===== src/rtl/dmareg_pkg.sv =====
package dmareg_pkg;

  localparam int REG_W  = 16;
  localparam int BYTE_W = 8;

  typedef enum logic [1:0] {
    ACC_NONE = 2'd0,
    ACC_ADDR = 2'd1,
    ACC_CNT  = 2'd2,
    ACC_PAGE = 2'd3
  } acc_kind_e;

  // Page ports sit at 0x81..0x87; only four of them are wired, in a scrambled order.
  function automatic logic [2:0] page_port_map(input logic [2:0] low3);
    logic [2:0] res;
    case (low3)
      3'd1:    res = {1'b1, 2'd2};
      3'd2:    res = {1'b1, 2'd3};
      3'd3:    res = {1'b1, 2'd1};
      3'd7:    res = {1'b1, 2'd0};
      default: res = {1'b0, 2'd0};
    endcase
    return res; // bit 2 = port is wired, bits 1:0 = channel
  endfunction

endpackage


===== src/rtl/dmareg_decode.sv =====
module dmareg_decode
  import dmareg_pkg::*;
#(
  parameter int NCH = 4,
  localparam int CHW = (NCH > 1) ? $clog2(NCH) : 1
) (
  input  logic [7:0]     port,
  output acc_kind_e      kind,
  output logic [CHW-1:0] chan
);

  localparam logic [7:0] REG_LIMIT = 8'(2 * NCH);

  logic [2:0] pg;

  always_comb begin
    pg   = page_port_map(port[2:0]);
    kind = ACC_NONE;
    chan = '0;
    if (port < REG_LIMIT) begin
      kind = port[0] ? ACC_CNT : ACC_ADDR;
      chan = port[CHW:1];
    end else if ((port[7:3] == 5'b10000) && pg[2]) begin
      kind = ACC_PAGE;
      chan = CHW'(pg[1:0]);
    end
  end

endmodule


===== src/rtl/dmareg_chan.sv =====
module dmareg_chan
  import dmareg_pkg::*;
#(
  parameter int PW = 8
) (
  input  logic              clk,
  input  logic              rst_n,
  input  logic              wr_addr,
  input  logic              wr_cnt,
  input  logic              wr_page,
  input  logic              lo_sel,
  input  logic [BYTE_W-1:0] wdata,
  input  logic              ld_en,
  input  logic [REG_W-1:0]  ld_addr,
  input  logic [REG_W-1:0]  ld_cnt,
  input  logic              ack,
  output logic [REG_W-1:0]  base_addr,
  output logic [REG_W-1:0]  base_cnt,
  output logic [PW-1:0]     page,
  output logic [REG_W-1:0]  cur_addr,
  output logic [REG_W-1:0]  cur_cnt,
  output logic              changed
);

  logic [REG_W-1:0] base_addr_d, base_cnt_d, cur_addr_d, cur_cnt_d;
  logic [PW-1:0]    page_d;
  logic             changed_d;
  logic             any_wr;

  function automatic logic [REG_W-1:0] merge_byte(
    input logic [REG_W-1:0] old, input logic lo, input logic [BYTE_W-1:0] b);
    logic [REG_W-1:0] r;
    r = old;
    if (lo) r[BYTE_W-1:0]       = b;
    else    r[REG_W-1:BYTE_W]   = b;
    return r;
  endfunction

  always_comb begin
    any_wr      = wr_addr | wr_cnt | wr_page;
    base_addr_d = wr_addr ? merge_byte(base_addr, lo_sel, wdata) : base_addr;
    base_cnt_d  = wr_cnt  ? merge_byte(base_cnt,  lo_sel, wdata) : base_cnt;
    page_d      = wr_page ? PW'(wdata) : page;
    cur_addr_d  = ld_en ? ld_addr : cur_addr;
    cur_cnt_d   = ld_en ? ld_cnt  : cur_cnt;
    // a set in the same cycle wins over an acknowledge
    changed_d   = any_wr | (changed & ~ack);
  end

  always_ff @(posedge clk or negedge rst_n) begin
    if (!rst_n) begin
      base_addr <= '0;
      base_cnt  <= '0;
      page      <= '0;
      cur_addr  <= '0;
      cur_cnt   <= '0;
      changed   <= 1'b0;
    end else begin
      if (wr_addr)      base_addr <= base_addr_d;
      if (wr_cnt)       base_cnt  <= base_cnt_d;
      if (wr_page)      page      <= page_d;
      if (ld_en) begin
        cur_addr <= cur_addr_d;
        cur_cnt  <= cur_cnt_d;
      end
      if (any_wr | ack) changed   <= changed_d;
    end
  end

endmodule


===== src/rtl/dma_chan_regfile.sv =====
module dma_chan_regfile
  import dmareg_pkg::*;
#(
  parameter int NCH = 4,
  parameter int PW  = 8,
  localparam int CHW = (NCH > 1) ? $clog2(NCH) : 1
) (
  input  logic                 clk,
  input  logic                 rst_n,
  input  logic [7:0]           io_port,
  input  logic                 io_rd,
  input  logic                 io_wr,
  input  logic [7:0]           io_wdata,
  output logic [7:0]           io_rdata,
  input  logic                 ld_en,
  input  logic [CHW-1:0]       ld_chan,
  input  logic [REG_W-1:0]     ld_addr,
  input  logic [REG_W-1:0]     ld_cnt,
  input  logic [NCH-1:0]       chg_ack,
  output logic [NCH-1:0]       chg_flag,
  output logic [NCH*REG_W-1:0] base_addr_o,
  output logic [NCH*REG_W-1:0] base_cnt_o,
  output logic [NCH*PW-1:0]    page_o
);

  // reset synchroniser: asserts at once, releases on the clock
  logic rst_meta, rst_sync_n;
  always_ff @(posedge clk or negedge rst_n) begin
    if (!rst_n) begin
      rst_meta   <= 1'b0;
      rst_sync_n <= 1'b0;
    end else begin
      rst_meta   <= 1'b1;
      rst_sync_n <= rst_meta;
    end
  end

  acc_kind_e      kind;
  logic [CHW-1:0] chan;

  dmareg_decode #(.NCH(NCH)) u_dec (
    .port (io_port),
    .kind (kind),
    .chan (chan)
  );

  // shared byte pointer
  logic ptr_q, ptr_d, ptr_en;
  always_comb begin
    ptr_en = (io_rd | io_wr) & ((kind == ACC_ADDR) | (kind == ACC_CNT));
    ptr_d  = ~ptr_q;
  end

  always_ff @(posedge clk or negedge rst_sync_n) begin
    if (!rst_sync_n)  ptr_q <= 1'b1;
    else if (ptr_en)  ptr_q <= ptr_d;
  end

  logic [REG_W-1:0] cur_addr [NCH];
  logic [REG_W-1:0] cur_cnt  [NCH];
  logic [PW-1:0]    page_r   [NCH];

  for (genvar i = 0; i < NCH; i++) begin : g_ch
    logic sel;
    assign sel = (chan == CHW'(i));
    dmareg_chan #(.PW(PW)) u_ch (
      .clk       (clk),
      .rst_n     (rst_sync_n),
      .wr_addr   (io_wr & sel & (kind == ACC_ADDR)),
      .wr_cnt    (io_wr & sel & (kind == ACC_CNT)),
      .wr_page   (io_wr & sel & (kind == ACC_PAGE)),
      .lo_sel    (ptr_q),
      .wdata     (io_wdata),
      .ld_en     (ld_en & (ld_chan == CHW'(i))),
      .ld_addr   (ld_addr),
      .ld_cnt    (ld_cnt),
      .ack       (chg_ack[i]),
      .base_addr (base_addr_o[i*REG_W +: REG_W]),
      .base_cnt  (base_cnt_o[i*REG_W +: REG_W]),
      .page      (page_r[i]),
      .cur_addr  (cur_addr[i]),
      .cur_cnt   (cur_cnt[i]),
      .changed   (chg_flag[i])
    );
    assign page_o[i*PW +: PW] = page_r[i];
  end

  // read mux
  logic [REG_W-1:0] rd_word;
  always_comb begin
    rd_word  = '0;
    io_rdata = 8'hFF;
    if (io_rd) begin
      case (kind)
        ACC_ADDR: begin
          rd_word  = cur_addr[chan];
          io_rdata = ptr_q ? rd_word[BYTE_W-1:0] : rd_word[REG_W-1:BYTE_W];
        end
        ACC_CNT: begin
          rd_word  = cur_cnt[chan] - REG_W'(1);
          io_rdata = ptr_q ? rd_word[BYTE_W-1:0] : rd_word[REG_W-1:BYTE_W];
        end
        ACC_PAGE: io_rdata = 8'(page_r[chan]);
        default:  io_rdata = 8'hFF;
      endcase
    end
  end

endmodule


===== config.mk =====
export PLATFORM = sky130hd
export DESIGN_NAME = dma_chan_regfile
export DESIGN_NICKNAME = d
export VERILOG_FILES = /design/src/rtl/dmareg_pkg.sv /design/src/rtl/dmareg_decode.sv /design/src/rtl/dmareg_chan.sv /design/src/rtl/dma_chan_regfile.sv
export SDC_FILE = /design/constraint.sdc
export NUM_CORES = 1
export LEC_CHECK = 0
export BUFFER_PORTS_ARGS = -buffer_cell sky130_fd_sc_hd__buf_2
export CORE_MARGIN = 1.5
export CORE_UTILIZATION = 55
export CTS_CLUSTER_SIZE = 12
export DETAILED_ROUTE_END_ITERATION = 6
export PLACE_DENSITY_LB_ADDON = 0.12
export SYNTH_ARGS = -nofsm -noshare
export SYNTH_HDL_FRONTEND = slang
export SYNTH_SLANG_ARGS = --single-unit

===== constraint.sdc =====
create_clock -name clk -period 19.3 [get_ports clk]
set_input_delay 2.895 -clock clk [delete_from_list [all_inputs] [get_ports clk]]
set_output_delay 2.895 -clock clk [all_outputs]
set_load 0.05 [all_outputs]

Word-level counts from Yosys, hierarchy flattened
Index checks and enable logic that the tools add are counted.
Widths: inputs -> output; s select.
- register bits after elaboration: 295
- input bits: 59
- output and inout bits: 172
- logic and storage cells: 139
- add/sub/neg operators: 1
- $lt $le $gt $ge: 2
- equal/unequal tests: 14
- mux-type cells: 19
- bitwise operators: 49
- reductions and logical operators: 19
- operator list (operator ; count):
    $bmux 16 s2 ; 2
    $mux 16 ; 4
    $mux 8 ; 5
    $reduce_and 2->1 ; 16
    $and 1x1->1 ; 25
    $pmux 8 s3 ; 1
    $or 1x1->1 ; 18
    $bmux 8 s2 ; 1
    $sub 16x1->16 const B ; 1
    $eq 2x2->1 const B ; 6
    $pmux 3 s4 ; 1
    $mux 2 ; 5
    $lt 8x4->1 const B ; 1
    $eq 2x1->1 const B ; 3
    $eq 3x2->1 const B ; 2
    $eq 5x5->1 const B ; 1
    $not 1->1 ; 5
    $logic_not 2->1 ; 2
    $eq 3x1->1 const B ; 1
    $eq 3x3->1 const B ; 1
    $ge 3x3->1 const B ; 1
    $not 2->3 ; 1
    $logic_and 1x1->1 ; 1

Longest topological paths before layout
- depth in word-level cells: 13
- mapped depth: 13
- depth with buffers taken out: 11

Hierarchy
A second synthesis with hierarchy kept.
- cells, all modules: 836
- area total of the unflattened synthesis: 13005.0 um^2
- modules (own cells, without submodules) (module ; times used ; cells an instance ; area an instance (um^2) ; sequential area each (um^2)):
    dmareg_chan ; 4 ; 159 ; 2763.9 ; 1826.8
    dma_chan_regfile ; 1 ; 183 ; 1838.0 ; 76.3
    dmareg_decode ; 1 ; 17 ; 111.4 ; 0.0

Worst setup path after synthesis
OpenSTA, ideal clock, no wires.
- path type: input port to output port
- start point: in io_port[3]
- end point: out io_rdata[6]
- arrival: 6.186 ns
- required time: 16.405 ns
- path slack: 10.219 ns
- stages on the path: 12
- path buffers: 1
- path through: or4_4 > buf_6 > o21ai_1 > nand4_1 > nand2_1 > ha_1 > inv_1 > a2111oi_2 > and4b_1 > and4_1 > nor3_1 > o31ai_1
- cells in the longest elaborated chain, start to end: 12
- elaborated cells on any way between the ends: 25
- classes of those cells: add/sub: 1; order compare: 1; eq/ne: 4; mux: 17; bitwise: 1; reduce/logical: 1
- RTL lines (element ; line ; RTL):
    start, declared ; dma_chan_regfile.sv:10 ; input logic [7:0] io_port,
    parallel branches: the longest is 10 deep, another holds $sub 16x1->16 ; n/a ;
    $pmux 8 s3 (*) ; dma_chan_regfile.sv:94 ; case (kind)
    $mux 8 (*) ; dma_chan_regfile.sv:93 ; if (io_rd) begin
    end, declared ; dma_chan_regfile.sv:14 ; output logic [7:0] io_rdata,
Every way passes the cells marked *. The select of a mux whose other input is x is not followed.

Final worst setup path
- start point: in io_port[1]
- end point: out io_rdata[7]
- cells in the longest elaborated chain, start to end: 13
- elaborated cells on any way between the ends: 29
- classes of those cells: add/sub: 1; order compare: 1; eq/ne: 7; mux: 18; bitwise: 1; reduce/logical: 1
- RTL lines (element ; line ; RTL):
    $eq 3x3->1 (tied with other cells) ; dmareg_pkg.sv:16 ; case (low3)
    $pmux 3 s4 ; dmareg_pkg.sv:16 ;
    $logic_and 1x1->1 ; dmareg_decode.sv:23 ; end else if ((port[7:3] == 5'b10000) && pg[2]) begin
    $mux 2 ; dmareg_decode.sv:23 ;
    $mux 2 ; dmareg_decode.sv:20 ; if (port < REG_LIMIT) begin
    $not 2->3 (not written as such) ; dma_chan_regfile.sv:96, dma_chan_regfile.sv:100, dma_chan_regfile.sv:103 ;
    $bmux 16 s2 ; dma_chan_regfile.sv:100 ; rd_word = cur_cnt[chan] - REG_W'(1);
    $mux 16 (not written as such) (2 in series) ; dma_chan_regfile.sv:100 ;
    $sub 16x1->16 ; dma_chan_regfile.sv:100 ;
    $mux 8 ; dma_chan_regfile.sv:101 ; io_rdata = ptr_q ? rd_word[BYTE_W-1:0] : rd_word[REG_W-1:BYTE_W];
    $pmux 8 s3 (*) ; dma_chan_regfile.sv:94 ;
    $mux 8 (*) ; dma_chan_regfile.sv:93 ;
Mark *: on every way between the ends. The rest lies on a longest branch, timed or not. The select of a mux whose other input is x is not followed.

==> flow_summary.toml <==
[synthesis]
synth_nets = 1006
yosys_most_used_dff = "dfrtp_1"
synth_top_cell_by_area = "dfrtp_1"
synthesis.area_um2 = 13100
async_reset_ff_share_pct = 100
synth_cells = 946
synth_top_area_share_pct = 56.2
ys_seq_area_share_pct = 56.4
synth_edf_count = 0
synth.distinct_cells = 63
ys_seq_elements = 295
syn_area_per_cell_um2 = 13.8
synth_warnings = 0
synth_area_leaders = "dfrtp_1, mux2_2, mux4_2"

[clock_network]
cts_sinks = 295
cts_hold_buf = 0
cts_tree = "done"
clock_path_buffers = 3
root_buffer = "clkbuf_16"
cts_setup_buffers = 0
numCtsBuffers = 31
cts.repair.resized = 0
cts.htree.levels = 1
clk-insertion-delay-late_ns = 0.57
clkTransAtPathRegs_ns = 0.06

[final_layout]
instances_no_fill = 1495
fin_nets = 1215
diodes = 0
syn2layout_area_growth_pct = 17.8
drive_gt1_share_pct = 52.0
final_cell_mix = "mux2_2, dfrtp_1, buf_2, nand2_1, clkbuf_16"

[global_route]
grt_max_degree = 87
grt.overflow.total = 0
grt_pass1_vias = 8906
grt_pass1_wl_mm = 51.1
grt_antenna_before_repair = 0
grt.total_usage_pct = 27.1

[critical_path]
cpMostUsedCell = "buf_2"
end_kind = "primary output"
critPathLaunchType = "input port"
slowest_delay_ns = 0.58
cp_slowest_cell = "a21boi_2"
critical_path_peak_fanout = 43
worstPathRequired_ns = 16.41
worstSetupPathType = "in2out"
path_cells = "buf_2 -> a21boi_2 -> nand2_2 -> buf_4 -> a221o_1 -> a22oi_1 -> nand4_2 -> or4_1 -> or3_1 -> a31o_1 -> buf_2"
critPathArrivalTime_ns = 6.46

[timing]
setup-violations-final = 0
slew_headroom_pct = 28.8
final.min_clock_period_ns = 9.36
hold_viol = 0
rsz0062_at_grt = "no"
max_freq_ghz = 0.107
finalClockSkew_ns = 0.0110
worst_pin_slew_ns = 1.07
finalSetupTns_ns = 0
slew_viol_final = 0
period_share_pct = 48.5
hold_slack_ns = 0.351

[placement]
place_congestion = 0.902
hpwl_mm = 22.0
placedCellCount = 1441
numPortBuffers = 230

[floorplanning]
start_util_pct = 55.9
die_w_um = 157
num_io_pins = 231
fp-row-count = 56
core_area_um2 = 23400
die_h_um = 157
dieArea_um2 = 24700

[run]
drv_cap = 0

[drt]
final_antenna_net_count = 0
dr.pass1.iters = 5
first_iter_violations = 485
vias = 8544
drc = 0
wl_per_cell_um = 21.9
drt-vias-per-instance = 5.72
drt-total-wl_mm = 32.7

[power]
power.leakage_nw = 7.67
p_per_area_nw_per_um2 = 98.6
total_power_mw = 1.52
vdd_ir_drop_max_v = 0.0000756

[status]
status = "complete, no violations"

[min_path]
hp-class = "reg2async"
per-stage QoR:
step | instance area (um2) | utilization (%) | setup slack, ns
global route | 15400 | 65.8 | 9.69
detailed placement | 14400 | 61.7 | 9.99
global placement | 14400 | 61.7 | 10.06
floorplan | 13100 | - | 10.22
finish | 15400 | 65.8 | 9.94
CTS | 15400 | 65.8 | 9.98
path summary, 6_finish.rpt:
check,startpoint,to,slack [ns],cells past startpoint
max,io_port[1],io_rdata[7],9.94,11
min,rst_sync_n,g_ch[2].u_ch.base_addr[12],0.35,0
max reg2reg,rst_sync_n,g_ch[2].u_ch.cur_cnt[13],15.58,3
min reg2reg,rst_sync_n,g_ch[2].u_ch.base_addr[12],0.35,0
max in group asynchronous,rst_sync_n,g_ch[2].u_ch.cur_cnt[13],15.58,3
min in group clk,rst_meta,rst_sync_n,0.36,0
report_power, final:
part	switching, mW	total (mW)	internal [mW]
clock network	0.239	0.561	0.322
registers	0.0393	0.723	0.684
logic	0.138	0.235	0.0967
worst max-delay path: cells and delay by family:
kind / cells / cell delay (ns)
AOI/OAI and AO/OA: 4 / 1.61
buffers and inverters: 3 / 0.72
and+or+nand+nor: 4 / 1.22
layout make-up:
class | instances | area (um2)
multi-input cells | 578 | 5400
well taps | 319 | 399
repair buffers | 242 | 1240
flip-flops and latches | 295 | 7390
inverters | 7 | 26.3
fillers | 1846 | 8000
clock buffers | 48 | 910
clock inverters | 6 | 48.8
registers in the layout (all words and copies together) (netlist names):
name	count
g_ch.u_ch.base_addr	64
g_ch.u_ch.base_cnt	64
g_ch.u_ch.cur_addr	64
g_ch.u_ch.cur_cnt	64
g_ch.u_ch.page	32
g_ch.u_ch.changed	4
ptr_q	1
rst_meta	1
rst_sync_n	1
cell usage after synthesis, types with 2 or more instances:
master and n:
nand3b_1 5, nor3_1 7, xor2_1 6, buf_4 7
mux2i_1 30, nand4_1 10, and3_1 16, nand2b_1 3
a311oi_1 2, inv_1 7, o22ai_1 3, buf_2 6
nor2_1 18, o221ai_1 3, a21oi_1 14, dfrtp_1 294
buf_6 2, xnor2_1 6, buf_1 6, a22oi_1 2
nand3_1 28, a221o_1 7, and2_1 3, o21ai_0 12
or3_1 5, mux2_2 293, nand2_1 46, clkbuf_1 45
o21ai_1 4, mux4_2 14, and4b_1 2, a31oi_1 4
a211oi_1 6
cells by family (layout without fill, tap and decap cells):
logic type               after synthesis  count (layout)  share of synthesized area (%)
multiplexers                         337             337                           29.9
flip-flops                           295             295                           56.4
AND/OR/NAND/NOR                      156             156                           6.33
buffers and inverters                 73             303                           2.47
AO/OA/AOI/OAI                         71              71                           3.92
XOR/XNOR                              12              12                          0.803
adder cells (fa/ha/maj)                1               1                         0.0956
other                                  1               1                         0.0287
per-layer routing:
layer	GRT usage (%)	wire length (um)	vias up
met4	6.56	787	0
li1	-	-	3845
met1	36.1	13700	4359
met2	44.0	15400	286
met3	7.76	2740	54
met5	0	0	-
Power figures use the tool's default switching activity.
